`src/rtl/obd_pkg.sv`:
```
package obd_pkg;

  typedef enum logic [2:0] {
    ST_IDLE,
    ST_SAVE,
    ST_GND,
    ST_FLT,
    ST_PRE,
    ST_SNS,
    ST_RSTR
  } obd_st_e;

  typedef struct packed {
    logic pch_dis;
    logic we;
    logic bl_gnd;
    logic wl_en;
    logic col_sel;
    logic rd;
    logic stb_up;
    logic stb_dn;
  } obd_ctl_t;

endpackage

```
`src/rtl/obd_seq_fsm.sv`:
```
module obd_seq_fsm
  import obd_pkg::*;
(
  input  logic     clk_i,
  input  logic     rst_ni,
  input  logic     test_en_i,
  input  logic     quick_i,
  input  logic     keep_i,
  input  logic     last_row_i,
  output obd_ctl_t ctl_o,
  output logic     start_o,
  output logic     row_end_o,
  output logic     cap_o,
  output logic     busy_o,
  output logic     done_o
);

  obd_st_e st_q, st_d, first_st;
  logic    quick_q, keep_q, done_q;
  logic    restore_en;

  assign restore_en = keep_q && !quick_q;
  assign first_st   = quick_q ? ST_PRE : (keep_q ? ST_SAVE : ST_GND);
  assign start_o    = (st_q == ST_IDLE) && test_en_i;
  assign row_end_o  = (st_q == ST_RSTR) || ((st_q == ST_SNS) && !restore_en);

  always_comb begin
    st_d = st_q;
    unique case (st_q)
      ST_IDLE: if (test_en_i) st_d = quick_i ? ST_PRE : (keep_i ? ST_SAVE : ST_GND);
      ST_SAVE: st_d = ST_GND;
      ST_GND:  st_d = ST_FLT;
      ST_FLT:  st_d = ST_PRE;
      ST_PRE:  st_d = ST_SNS;
      ST_SNS:  st_d = restore_en ? ST_RSTR : (last_row_i ? ST_IDLE : first_st);
      ST_RSTR: st_d = last_row_i ? ST_IDLE : first_st;
      default: st_d = ST_IDLE;
    endcase
  end

  always_ff @(posedge clk_i or negedge rst_ni) begin
    if (!rst_ni) begin
      st_q    <= ST_IDLE;
      quick_q <= 1'b0;
      keep_q  <= 1'b0;
      done_q  <= 1'b0;
    end else begin
      st_q <= st_d;
      if (start_o) begin
        quick_q <= quick_i;
        keep_q  <= keep_i;
        done_q  <= 1'b0;
      end else if (row_end_o && last_row_i) begin
        done_q <= 1'b1;
      end
    end
  end

  // Moore decode of array controls
  always_comb begin
    ctl_o = '0;
    unique case (st_q)
      ST_SAVE: begin ctl_o.wl_en = 1'b1; ctl_o.rd = 1'b1; ctl_o.col_sel = 1'b1; end
      ST_GND: begin
        ctl_o.pch_dis = 1'b1; ctl_o.we = 1'b1; ctl_o.bl_gnd = 1'b1;
        ctl_o.wl_en = 1'b1; ctl_o.col_sel = 1'b1;
      end
      ST_FLT: begin
        ctl_o.pch_dis = 1'b1; ctl_o.wl_en = 1'b1; ctl_o.col_sel = 1'b1; ctl_o.stb_up = 1'b1;
      end
      ST_PRE: ctl_o.col_sel = 1'b1;
      ST_SNS: begin
        ctl_o.pch_dis = 1'b1; ctl_o.wl_en = 1'b1; ctl_o.col_sel = 1'b1; ctl_o.stb_dn = 1'b1;
      end
      ST_RSTR: begin ctl_o.we = 1'b1; ctl_o.wl_en = 1'b1; ctl_o.col_sel = 1'b1; end
      default: ctl_o = '0;
    endcase
  end

  assign cap_o  = (st_q == ST_SAVE);
  assign busy_o = (st_q != ST_IDLE);
  assign done_o = done_q;

  AST_SAVE_THEN_GND: assert property (@(posedge clk_i) disable iff (!rst_ni)
    ctl_o.rd |=> ctl_o.bl_gnd);
  AST_GND_THEN_FLOAT: assert property (@(posedge clk_i) disable iff (!rst_ni)
    ctl_o.bl_gnd |=> (ctl_o.stb_up && !ctl_o.we));
  AST_PRE_THEN_SENSE: assert property (@(posedge clk_i) disable iff (!rst_ni)
    (st_q == ST_PRE) |=> ctl_o.stb_dn);
  AST_RESTORE_AFTER_SENSE: assert property (@(posedge clk_i) disable iff (!rst_ni)
    (st_q == ST_RSTR) |-> $past(ctl_o.stb_dn));
  AST_QUICK_NO_WRITE: assert property (@(posedge clk_i) disable iff (!rst_ni)
    (busy_o && quick_q) |-> !ctl_o.we);
  AST_MODE_HELD: assert property (@(posedge clk_i) disable iff (!rst_ni)
    (busy_o && $past(busy_o)) |-> $stable(quick_q));

endmodule

```
`src/rtl/obd_row_ctr.sv`:
```
module obd_row_ctr #(
  parameter int unsigned ROWS  = 64,
  parameter int unsigned ROW_W = (ROWS > 1) ? $clog2(ROWS) : 1
) (
  input  logic             clk_i,
  input  logic             rst_ni,
  input  logic             clr_i,
  input  logic             inc_i,
  output logic [ROW_W-1:0] row_o,
  output logic             last_o
);

  localparam logic [ROW_W-1:0] LAST_ROW = ROW_W'(ROWS - 1);

  logic [ROW_W-1:0] row_q;

  assign last_o = (row_q == LAST_ROW);
  assign row_o  = row_q;

  always_ff @(posedge clk_i or negedge rst_ni) begin
    if (!rst_ni)       row_q <= '0;
    else if (clr_i)    row_q <= '0;
    else if (inc_i)    row_q <= last_o ? '0 : row_q + ROW_W'(1);
  end

  AST_ROW_RANGE: assert property (@(posedge clk_i) disable iff (!rst_ni)
    row_q <= LAST_ROW);
  AST_ROW_STEP: assert property (@(posedge clk_i) disable iff (!rst_ni)
    (inc_i && !clr_i && !last_o) |=> (row_q == $past(row_q) + ROW_W'(1)));

endmodule

```
`src/rtl/obd_hold_reg.sv`:
```
module obd_hold_reg #(
  parameter int unsigned WIDTH = 32
) (
  input  logic             clk_i,
  input  logic             rst_ni,
  input  logic             cap_i,
  input  logic [WIDTH-1:0] d_i,
  output logic [WIDTH-1:0] q_o
);

  logic [WIDTH-1:0] q_q;

  always_ff @(posedge clk_i or negedge rst_ni) begin
    if (!rst_ni)    q_q <= '0;
    else if (cap_i) q_q <= d_i;
  end

  assign q_o = q_q;

  AST_HOLD_STABLE: assert property (@(posedge clk_i) disable iff (!rst_ni)
    !cap_i |=> $stable(q_q));

endmodule

```
`src/rtl/obd_fail_rec.sv`:
```
module obd_fail_rec #(
  parameter int unsigned WIDTH = 32,
  parameter int unsigned ROW_W = 6
) (
  input  logic             clk_i,
  input  logic             rst_ni,
  input  logic             clr_i,
  input  logic             up_stb_i,
  input  logic             dn_stb_i,
  input  logic [WIDTH-1:0] up_i,
  input  logic [WIDTH-1:0] dn_i,
  input  logic [ROW_W-1:0] row_i,
  output logic             fault_o,
  output logic [ROW_W-1:0] fault_row_o,
  output logic [WIDTH-1:0] fault_cols_o
);

  logic [WIDTH-1:0] acc_q, row_fail;
  logic             fault_q;
  logic [ROW_W-1:0] frow_q;
  logic [WIDTH-1:0] fcols_q;

  assign row_fail = acc_q | dn_i;

  always_ff @(posedge clk_i or negedge rst_ni) begin
    if (!rst_ni) begin
      acc_q   <= '0;
      fault_q <= 1'b0;
      frow_q  <= '0;
      fcols_q <= '0;
    end else if (clr_i) begin
      acc_q   <= '0;
      fault_q <= 1'b0;
      frow_q  <= '0;
      fcols_q <= '0;
    end else begin
      if (up_stb_i) acc_q <= acc_q | up_i;
      if (dn_stb_i) begin
        acc_q <= '0;
        if (|row_fail) begin
          fault_q <= 1'b1;
          frow_q  <= row_i;
          fcols_q <= row_fail;
        end
      end
    end
  end

  assign fault_o      = fault_q;
  assign fault_row_o  = frow_q;
  assign fault_cols_o = fcols_q;

  AST_FAULT_STICKY: assert property (@(posedge clk_i) disable iff (!rst_ni)
    (fault_q && !clr_i) |=> fault_q);
  AST_RECORD_ONLY_AT_SENSE: assert property (@(posedge clk_i) disable iff (!rst_ni)
    (!dn_stb_i && !clr_i) |=> ($stable(frow_q) && $stable(fcols_q)));

endmodule

```
`src/rtl/obd_test_seq.sv`:
```
module obd_test_seq
  import obd_pkg::*;
#(
  parameter int unsigned ROWS  = 64,
  parameter int unsigned WIDTH = 32,
  parameter int unsigned ROW_W = (ROWS > 1) ? $clog2(ROWS) : 1
) (
  input  logic             clk_i,
  input  logic             rst_ni,
  input  logic             test_en_i,
  input  logic             quick_i,
  input  logic             keep_i,
  input  logic             req_i,
  input  logic [WIDTH-1:0] rdata_i,
  input  logic [WIDTH-1:0] fail_up_i,
  input  logic [WIDTH-1:0] fail_dn_i,
  output logic             busy_o,
  output logic             stall_o,
  output logic             pch_dis_o,
  output logic             we_o,
  output logic             bl_gnd_o,
  output logic             wl_en_o,
  output logic             col_sel_o,
  output logic             rd_o,
  output logic             strobe_up_o,
  output logic             strobe_dn_o,
  output logic [ROW_W-1:0] row_o,
  output logic [WIDTH-1:0] wdata_o,
  output logic             fault_o,
  output logic [ROW_W-1:0] fault_row_o,
  output logic [WIDTH-1:0] fault_cols_o,
  output logic             done_o
);

  obd_ctl_t ctl;
  logic     start, row_end, cap, last_row, busy;

  obd_seq_fsm i_fsm (
    .clk_i      (clk_i),
    .rst_ni     (rst_ni),
    .test_en_i  (test_en_i),
    .quick_i    (quick_i),
    .keep_i     (keep_i),
    .last_row_i (last_row),
    .ctl_o      (ctl),
    .start_o    (start),
    .row_end_o  (row_end),
    .cap_o      (cap),
    .busy_o     (busy),
    .done_o     (done_o)
  );

  obd_row_ctr #(.ROWS(ROWS), .ROW_W(ROW_W)) i_row (
    .clk_i  (clk_i),
    .rst_ni (rst_ni),
    .clr_i  (start),
    .inc_i  (row_end),
    .row_o  (row_o),
    .last_o (last_row)
  );

  obd_hold_reg #(.WIDTH(WIDTH)) i_hold (
    .clk_i  (clk_i),
    .rst_ni (rst_ni),
    .cap_i  (cap),
    .d_i    (rdata_i),
    .q_o    (wdata_o)
  );

  obd_fail_rec #(.WIDTH(WIDTH), .ROW_W(ROW_W)) i_rec (
    .clk_i        (clk_i),
    .rst_ni       (rst_ni),
    .clr_i        (start),
    .up_stb_i     (ctl.stb_up),
    .dn_stb_i     (ctl.stb_dn),
    .up_i         (fail_up_i),
    .dn_i         (fail_dn_i),
    .row_i        (row_o),
    .fault_o      (fault_o),
    .fault_row_o  (fault_row_o),
    .fault_cols_o (fault_cols_o)
  );

  assign busy_o      = busy;
  assign stall_o     = req_i && busy;
  assign pch_dis_o   = ctl.pch_dis;
  assign we_o        = ctl.we;
  assign bl_gnd_o    = ctl.bl_gnd;
  assign wl_en_o     = ctl.wl_en;
  assign col_sel_o   = ctl.col_sel;
  assign rd_o        = ctl.rd;
  assign strobe_up_o = ctl.stb_up;
  assign strobe_dn_o = ctl.stb_dn;

  AST_DONE_IDLE: assert property (@(posedge clk_i) disable iff (!rst_ni)
    done_o |-> !busy_o);
  AST_GND_ONLY_WRITING: assert property (@(posedge clk_i) disable iff (!rst_ni)
    bl_gnd_o |-> (we_o && pch_dis_o && wl_en_o));

endmodule

```
`config.mk`:
```
export PLATFORM = sky130hd
export DESIGN_NAME = obd_test_seq
export DESIGN_NICKNAME = d
export VERILOG_FILES = /design/src/rtl/obd_pkg.sv /design/src/rtl/obd_seq_fsm.sv /design/src/rtl/obd_row_ctr.sv /design/src/rtl/obd_hold_reg.sv /design/src/rtl/obd_fail_rec.sv /design/src/rtl/obd_test_seq.sv
export SDC_FILE = /design/constraint.sdc
export NUM_CORES = 1
export LEC_CHECK = 0
export ABC_AREA = 1
export BUFFER_PORTS_ARGS = -buffer_cell sky130_fd_sc_hd__buf_2
export CAP_MARGIN = 20
export CORE_ASPECT_RATIO = 0.6
export CORE_MARGIN = 2
export CORE_UTILIZATION = 35
export DETAILED_ROUTE_END_ITERATION = 10
export MAX_ROUTING_LAYER = met4
export PLACE_DENSITY = 0.67
export SKIP_LAST_GASP = 1
export SYNTH_ARGS = -nofsm -noshare
export SYNTH_HDL_FRONTEND = slang
export SYNTH_SLANG_ARGS = --single-unit
```
`constraint.sdc`:
```
create_clock -name clk_i -period 4.25 [get_ports clk_i]
set_input_delay 0.425 -clock clk_i [delete_from_list [all_inputs] [get_ports clk_i]]
set_output_delay 0.425 -clock clk_i [all_outputs]
set_load 0.005 [all_outputs]
```
Word level (Yosys, flattened, before mapping)
Cells that the tools add are included.
{ "word_totals": {"reg_bits": 115, "elab_cells": 75, "input_bits": 102} }
{ "op_classes": {"n_bitwise": 2, "mux": 33, "n_addsub": 1, "reduce_logical": 21, "n_eq_ne": 8} }
{ "op_table": {"columns": ["operator", "count"], "rows": [
  ["2-to-1 mux 32 bit", 6],
  ["OR 32 bit", 2],
  ["2-to-1 mux 6 bit", 6],
  ["OR reduction 32 bit", 1],
  ["case mux 3 bit (7 select lines)", 1],
  ["2-to-1 mux 3 bit", 5],
  ["2-to-1 mux 1 bit", 13],
  ["== test 3 bit (second input constant)", 3],
  ["nonzero test 2 bit", 4],
  ["adder 6 x 1 -> 6 bit (second input constant)", 1],
  ["== test 3 x 2 -> 1 bit (second input constant)", 2],
  ["== test 6 bit (second input constant)", 1],
  ["nonzero test 3 bit", 2],
  ["OR reduction 6 bit", 1],
  ["logical AND 1 bit", 5],
  ["OR reduction 5 bit", 1],
  ["2-to-1 mux 2 bit", 2],
  ["== test 3 x 1 -> 1 bit (second input constant)", 1],
  ["zero test 3 bit", 1],
  ["OR reduction 3 bit", 1],
  ["zero test 1 bit", 2],
  ["!= test 2 bit (second input constant)", 1],
  ["AND reduction 2 bit", 1],
  ["OR reduction 2 bit", 1],
  ["logical OR 1 bit", 1]
]} }

Depth between registers and ports, before layout
{ "logic_depth": {"ltp_word": 8, "depth_mapped": 12, "depth_no_buf": 11} }

Cells and area by module
From an unflattened synthesis, not the netlist that was laid out.
{ "unflattened": {"hier_cells": 714, "area_unflattened_um2": 5425.2} }
{ "by_module_without_submodules": {"columns": ["module", "seq_area_each_um2", "cells_per_inst", "n_inst", "area_each_um2"], "rows": [
  ["obd_fail_rec", 1776.7, 450, 1, 3333.2],
  ["obd_hold_reg", 800.8, 136, 1, 1292.5],
  ["obd_seq_fsm", 150.1, 75, 1, 450.4],
  ["obd_row_ctr", 150.1, 51, 1, 341.6],
  ["obd_test_seq", 0.0, 2, 1, 7.5]
]} }

Least setup slack after synthesis
Ideal clock, no wire load.
{ "synth_timing": {"path_type": "reg-to-output", "start": "reg i_fsm.st_q[1]", "end": "out rd_o", "t_required_ns": 3.825, "stages_incl_launch_ff": 5, "arrival_ns": 1.132, "slack_ns": 2.693, "cell_sequence": "dfrtp_1 > inv_2 > nand2_1 > nor2_1 > clkbuf_1"} }
{ "synth_between": {"elab_chain_cells": 2} }
{ "synth_rtl": {"columns": ["item", "line", "rtl"], "rows": [
  ["from (decl)", "obd_seq_fsm.sv:18", "obd_st_e st_q, st_d, first_st;"],
  ["from (signal assigned)", "obd_seq_fsm.sv:48", "st_q <= st_d;"],
  ["== test 3 x 1 -> 1 bit", "obd_seq_fsm.sv:62", "unique case (st_q)"],
  ["2-to-1 mux 1 bit", "obd_seq_fsm.sv:62", null],
  ["to (decl)", "obd_test_seq.sv:24", "output logic rd_o,"]
]} }
No other way between the ends.

Worst setup path after layout
{ "layout_timing": {"start": "reg i_fsm.st_q[2]", "end": "out strobe_up_o"} }
{ "layout_between": {"elab_chain_cells": 2} }
{ "layout_rtl": {"columns": ["item", "line", "rtl"], "rows": [
  ["== test 3 x 2 -> 1 bit", "obd_seq_fsm.sv:62", null],
  ["2-to-1 mux 1 bit", "obd_seq_fsm.sv:62", null],
  ["to (decl)", "obd_test_seq.sv:25", "output logic strobe_up_o,"]
]} }
No other way between the ends.

==> Implementation_results.wiki <==
{| class="wikitable"
! Metric !! Value
|-
| Clock transition at the register clock pins on the worst setup and hold paths after CTS || ~60 ps
|-
| Clock latency at the later pin of the worst-skew pair || 400 ps
|-
| Clock power share || 0.288
|-
| Critical path class || register to output pin
|-
| TritonCTS clock tree || yes
|-
| 1st-iter DRT viols || between 200 and 300
|-
| Min-Delay Path Class || input pin to async pin
|-
| Switching share of power || 0.371
|-
| Total power per unit cell area || slightly above 700 mW/mm²
|-
| Slowest Stage Delay on Critical Path || just over 600 ps
|-
| Worst Setup End Kind || output pin
|-
| Proportion of power drawn by combinational gates || 0.345
|-
| Nets in the synthesized netlist || a little under 800
|-
| Area share of the largest cell type after synthesis || 0.547
|-
| I/O pin cnt || 190
|-
| Average cell area after synthesis || between 7 and 8 µm²
|-
| Initial core utilization || 0.361
|-
| H-tree depth || 4
|-
| Cell family with most CP delay || simple AND/OR/NAND/NOR gates
|-
| Worst path slowest cell || nor3_4
|-
| Smallest setup slack after layout || ~1700 ps
|-
| Final #Nets || roughly 980
|-
| Synthesis-to-finish area growth || 33.0%
|-
| Design area || ~0.0070 mm²
|-
| Post-route DRC || 0
|-
| Total clock sinks || about 120
|-
| Antenna violations before repair || 2
|-
| Die Y || 99.0 µm
|-
| Max Cap Violations || 0
|-
| Worst Setup Start Kind || register
|-
| Count of input and output buffers || ~190
|-
| GRT Util Overall || 0.194
|-
| Worst-Margin Slew || 960 ps
|-
| Number of standard cells after synthesis || 688
|-
| Global placement routability congestion || between 0.8 and 0.9
|-
| Net load switching power || roughly 1.9 mW
|-
| Setup crit start || i_fsm.st_q[2]
|-
| Clock root buffer || clkbuf_16
|-
| Worst vdd rail ir drop || 0.364 mV
|-
| Flip-flop and latch count after synthesis || roughly 120
|-
| Cell variety after synth || 22
|-
| Final number of setup-violating endpoints || 0
|-
| Number of fillers in the final layout || between 1k and 1.5k
|-
| Average wire per standard cell || around 13 µm
|-
| Stages on worst setup path || 3
|-
| Register cell area after layout || roughly 0.0029 mm²
|-
| Die width || between 150 and 200 µm
|-
| Portion of total power attributed to sequential cells || 0.367
|-
| Leftover overflow at the end of global routing || 0
|-
| Cell-internal power || between 3 and 4 mW
|-
| Crit-path cells || nor3_4 -> buf_4 -> buf_2
|-
| Residual antenna-violating net count after detailed routing || 0
|-
| Max frequency || roughly 0.4 GHz
|-
| Number of iterations in the first detailed-routing pass || 5
|-
| CTS buffer count || 17
|-
| RSZ-0062 raised after global routing || false
|-
| Arrival time of data at the critical path endpoint || 2080 ps
|-
| Post-DP HPWL || ~10000 µm
|-
| Number of gates resized after CTS || 0
|-
| Number of post-CTS setup repair buffers || 0
|-
| Run status || complete, no violations
|-
| First-pass GRT wire length || ~23000 µm
|-
| Count of yosys warnings during synthesis || 0
|-
| Worst Reg-to-Reg Cells || 12
|-
| Vias in the first global route || 4503
|-
| Pin count of the biggest net entering global routing || 72
|-
| Cell Area, Synth || 0.00526 mm²
|-
| Number of buffer and inverter instances along the worst setup path || 2
|-
| Total vias in the final route || about 4.8k
|-
| Period utilization || 0.589
|-
| Max_slew headroom || 0.360
|-
| Final Max Tran Viols || 0
|-
| Final critical-path required period || 2500 ps
|-
| Static leakage || between 3 and 4 nW
|-
| Hold buffer count at CTS || 0
|-
| Final Hold Vio Count || 0
|-
| Layout cells sized above 1 || 0.269
|-
| Row count || 34
|-
| Area of the core region || between 0.01 and 0.015 mm²
|-
| Maximum buffer depth of the clock tree || 2
|-
| Required time of the critical path || about 3800 ps
|-
| Via count normalized by instance count || around 4.4
|-
| Final routed wirelength across all metal layers || 14400 µm
|-
| Most area-hungry cell type in the Yosys netlist || dfrtp_1
|-
| Largest fanout on the critical path || 22
|-
| Worst setup timing slack at the placement stage || 1750 ps
|-
| Dominant cells by area after synthesis || dfrtp_1 55%, nand2_1 18%, inv_1 6.6%
|-
| Multi-input combinational cell area || approximately 0.0019 mm²
|-
| Post-synthesis sequential area ratio || 0.547
|-
| Final sum of negative setup slack || 0 ps
|-
| R2r startpoint || i_fsm.st_q[0]
|-
| Cell area after placement || around 0.0064 mm²
|-
| Area enclosed by the die boundary || 0.0161 mm²
|-
| Max Clock Skew || between 10 and 15 ps
|}
[sequential cells by signal, summed over array words and instances (netlist names)]
| name | count |
|---|---|
| i_hold.q_o | 32 |
| i_fsm.quick_q | 1 |
| i_row.row_o | 6 |
| i_rec.fault_row_o | 6 |
| i_rec.fault_o | 1 |
| i_rec.acc_q | 32 |
| i_fsm.st_q | 3 |
| i_fsm.keep_q | 1 |
| i_fsm.done_o | 1 |
| i_rec.fault_cols_o | 32 |
[worst reg2reg max path: cells and delay by family, from the launching register on]
kind	cells	cell delay [ps]
simple gates	9	1180
buf+inv	3	830
flops	1	400
[synth_stat cells]
cell type	number
nor3_2	1
o21ai_0	33
inv_1	93
buf_1	2
buf_4	3
a21o_1	1
buf_2	12
nand2_2	2
clkbuf_1	13
ha_1	1
mux2_2	1
nor2_1	60
a41oi_1	1
o21ai_1	1
a21oi_1	39
o21a_1	2
dfrtp_1	115
nand3_1	49
nor2_2	2
nand2_1	253
a22o_1	1
inv_2	3
[stage by stage]
stage	cells	power, mW	hold slack [ps]	utilization
after floorplan	688	2.91	129	-
after CTS	1085	5.15	152	0.479
after global placement	1053	3.62	453	0.438
final	1087	5.08	127	0.480
after detailed placement	1053	3.66	454	0.438
after global routing	1087	5.53	192	0.480
[cells by family after synthesis]
family                     count (synthesis)  synth area share
adders and majority gates                  1           0.00238
AOI/OAI and AO/OA                         78            0.0771
buffers and inverters                    126            0.0949
muxes                                      1           0.00214
DFF                                      115             0.547
and+or+nand+nor                          367             0.277
[power groups by stage]
stage          registers (mW)  logic (mW)  clock network (mW)
3_3_place_gp             1.87        1.75                   0
4_1_cts                  1.87        1.79                1.50
6_report                 1.87        1.75                1.46
2_1_floorplan            1.85        1.06                   0
5_1_grt                  1.93        2.05                1.55
3_5_place_dp             1.87        1.79                   0
[placed cells by master (no fill, tap or decap), drive strengths merged]
cell type / synthesis / final
nand2: 255 / 255
buf: 17 / 197
dfrtp: 115 / 115
inv: 96 / 100
nor2: 62 / 62
nand3: 49 / 49
a21oi: 39 / 39
o21ai: 34 / 34
clkbuf: 13 / 17
clkinvlp: 0 / 5
bufinv: 0 / 3
clkinv: 0 / 3
diode: 0 / 2
o21a: 2 / 2
nor3: 1 / 1
a41oi: 1 / 1
a21o: 1 / 1
a22o: 1 / 1
mux2: 1 / 1
ha: 1 / 1
[area by class of cell]
type | count | area share
Antenna cell | 2 | 0.000715
Clock inverter | 15 | 0.0259
Clock buffer | 17 | 0.0608
Sequential cell | 115 | 0.411
Timing Repair Buffer | 197 | 0.144
Tap cell | 198 | 0.0354
Inverter | 96 | 0.0515
Multi-Input combinational cell | 447 | 0.270
[worst paths after layout]
path                                                to  slack (ps)
worst min register to register  i_rec.fault_cols_o[14]         460
worst max register to register    i_rec.fault_row_o[5]        1770
worst min-delay path             i_rec.fault_cols_o[4]         130
worst max-delay path                       strobe_up_o        1750
max in group asynchronous                i_fsm.st_q[1]        3220
min in group clk_i                      i_hold.q_o[29]         220
[metal layers]
layer	up-vias	wire length (µm)	track usage
met5	-	0	-
met4	0	31	0.0470
met3	2	1120	0.0492
met2	153	6130	0.267
met1	2123	7140	0.284
li1	2478	-	-
Power figures use the tool's default switching activity.
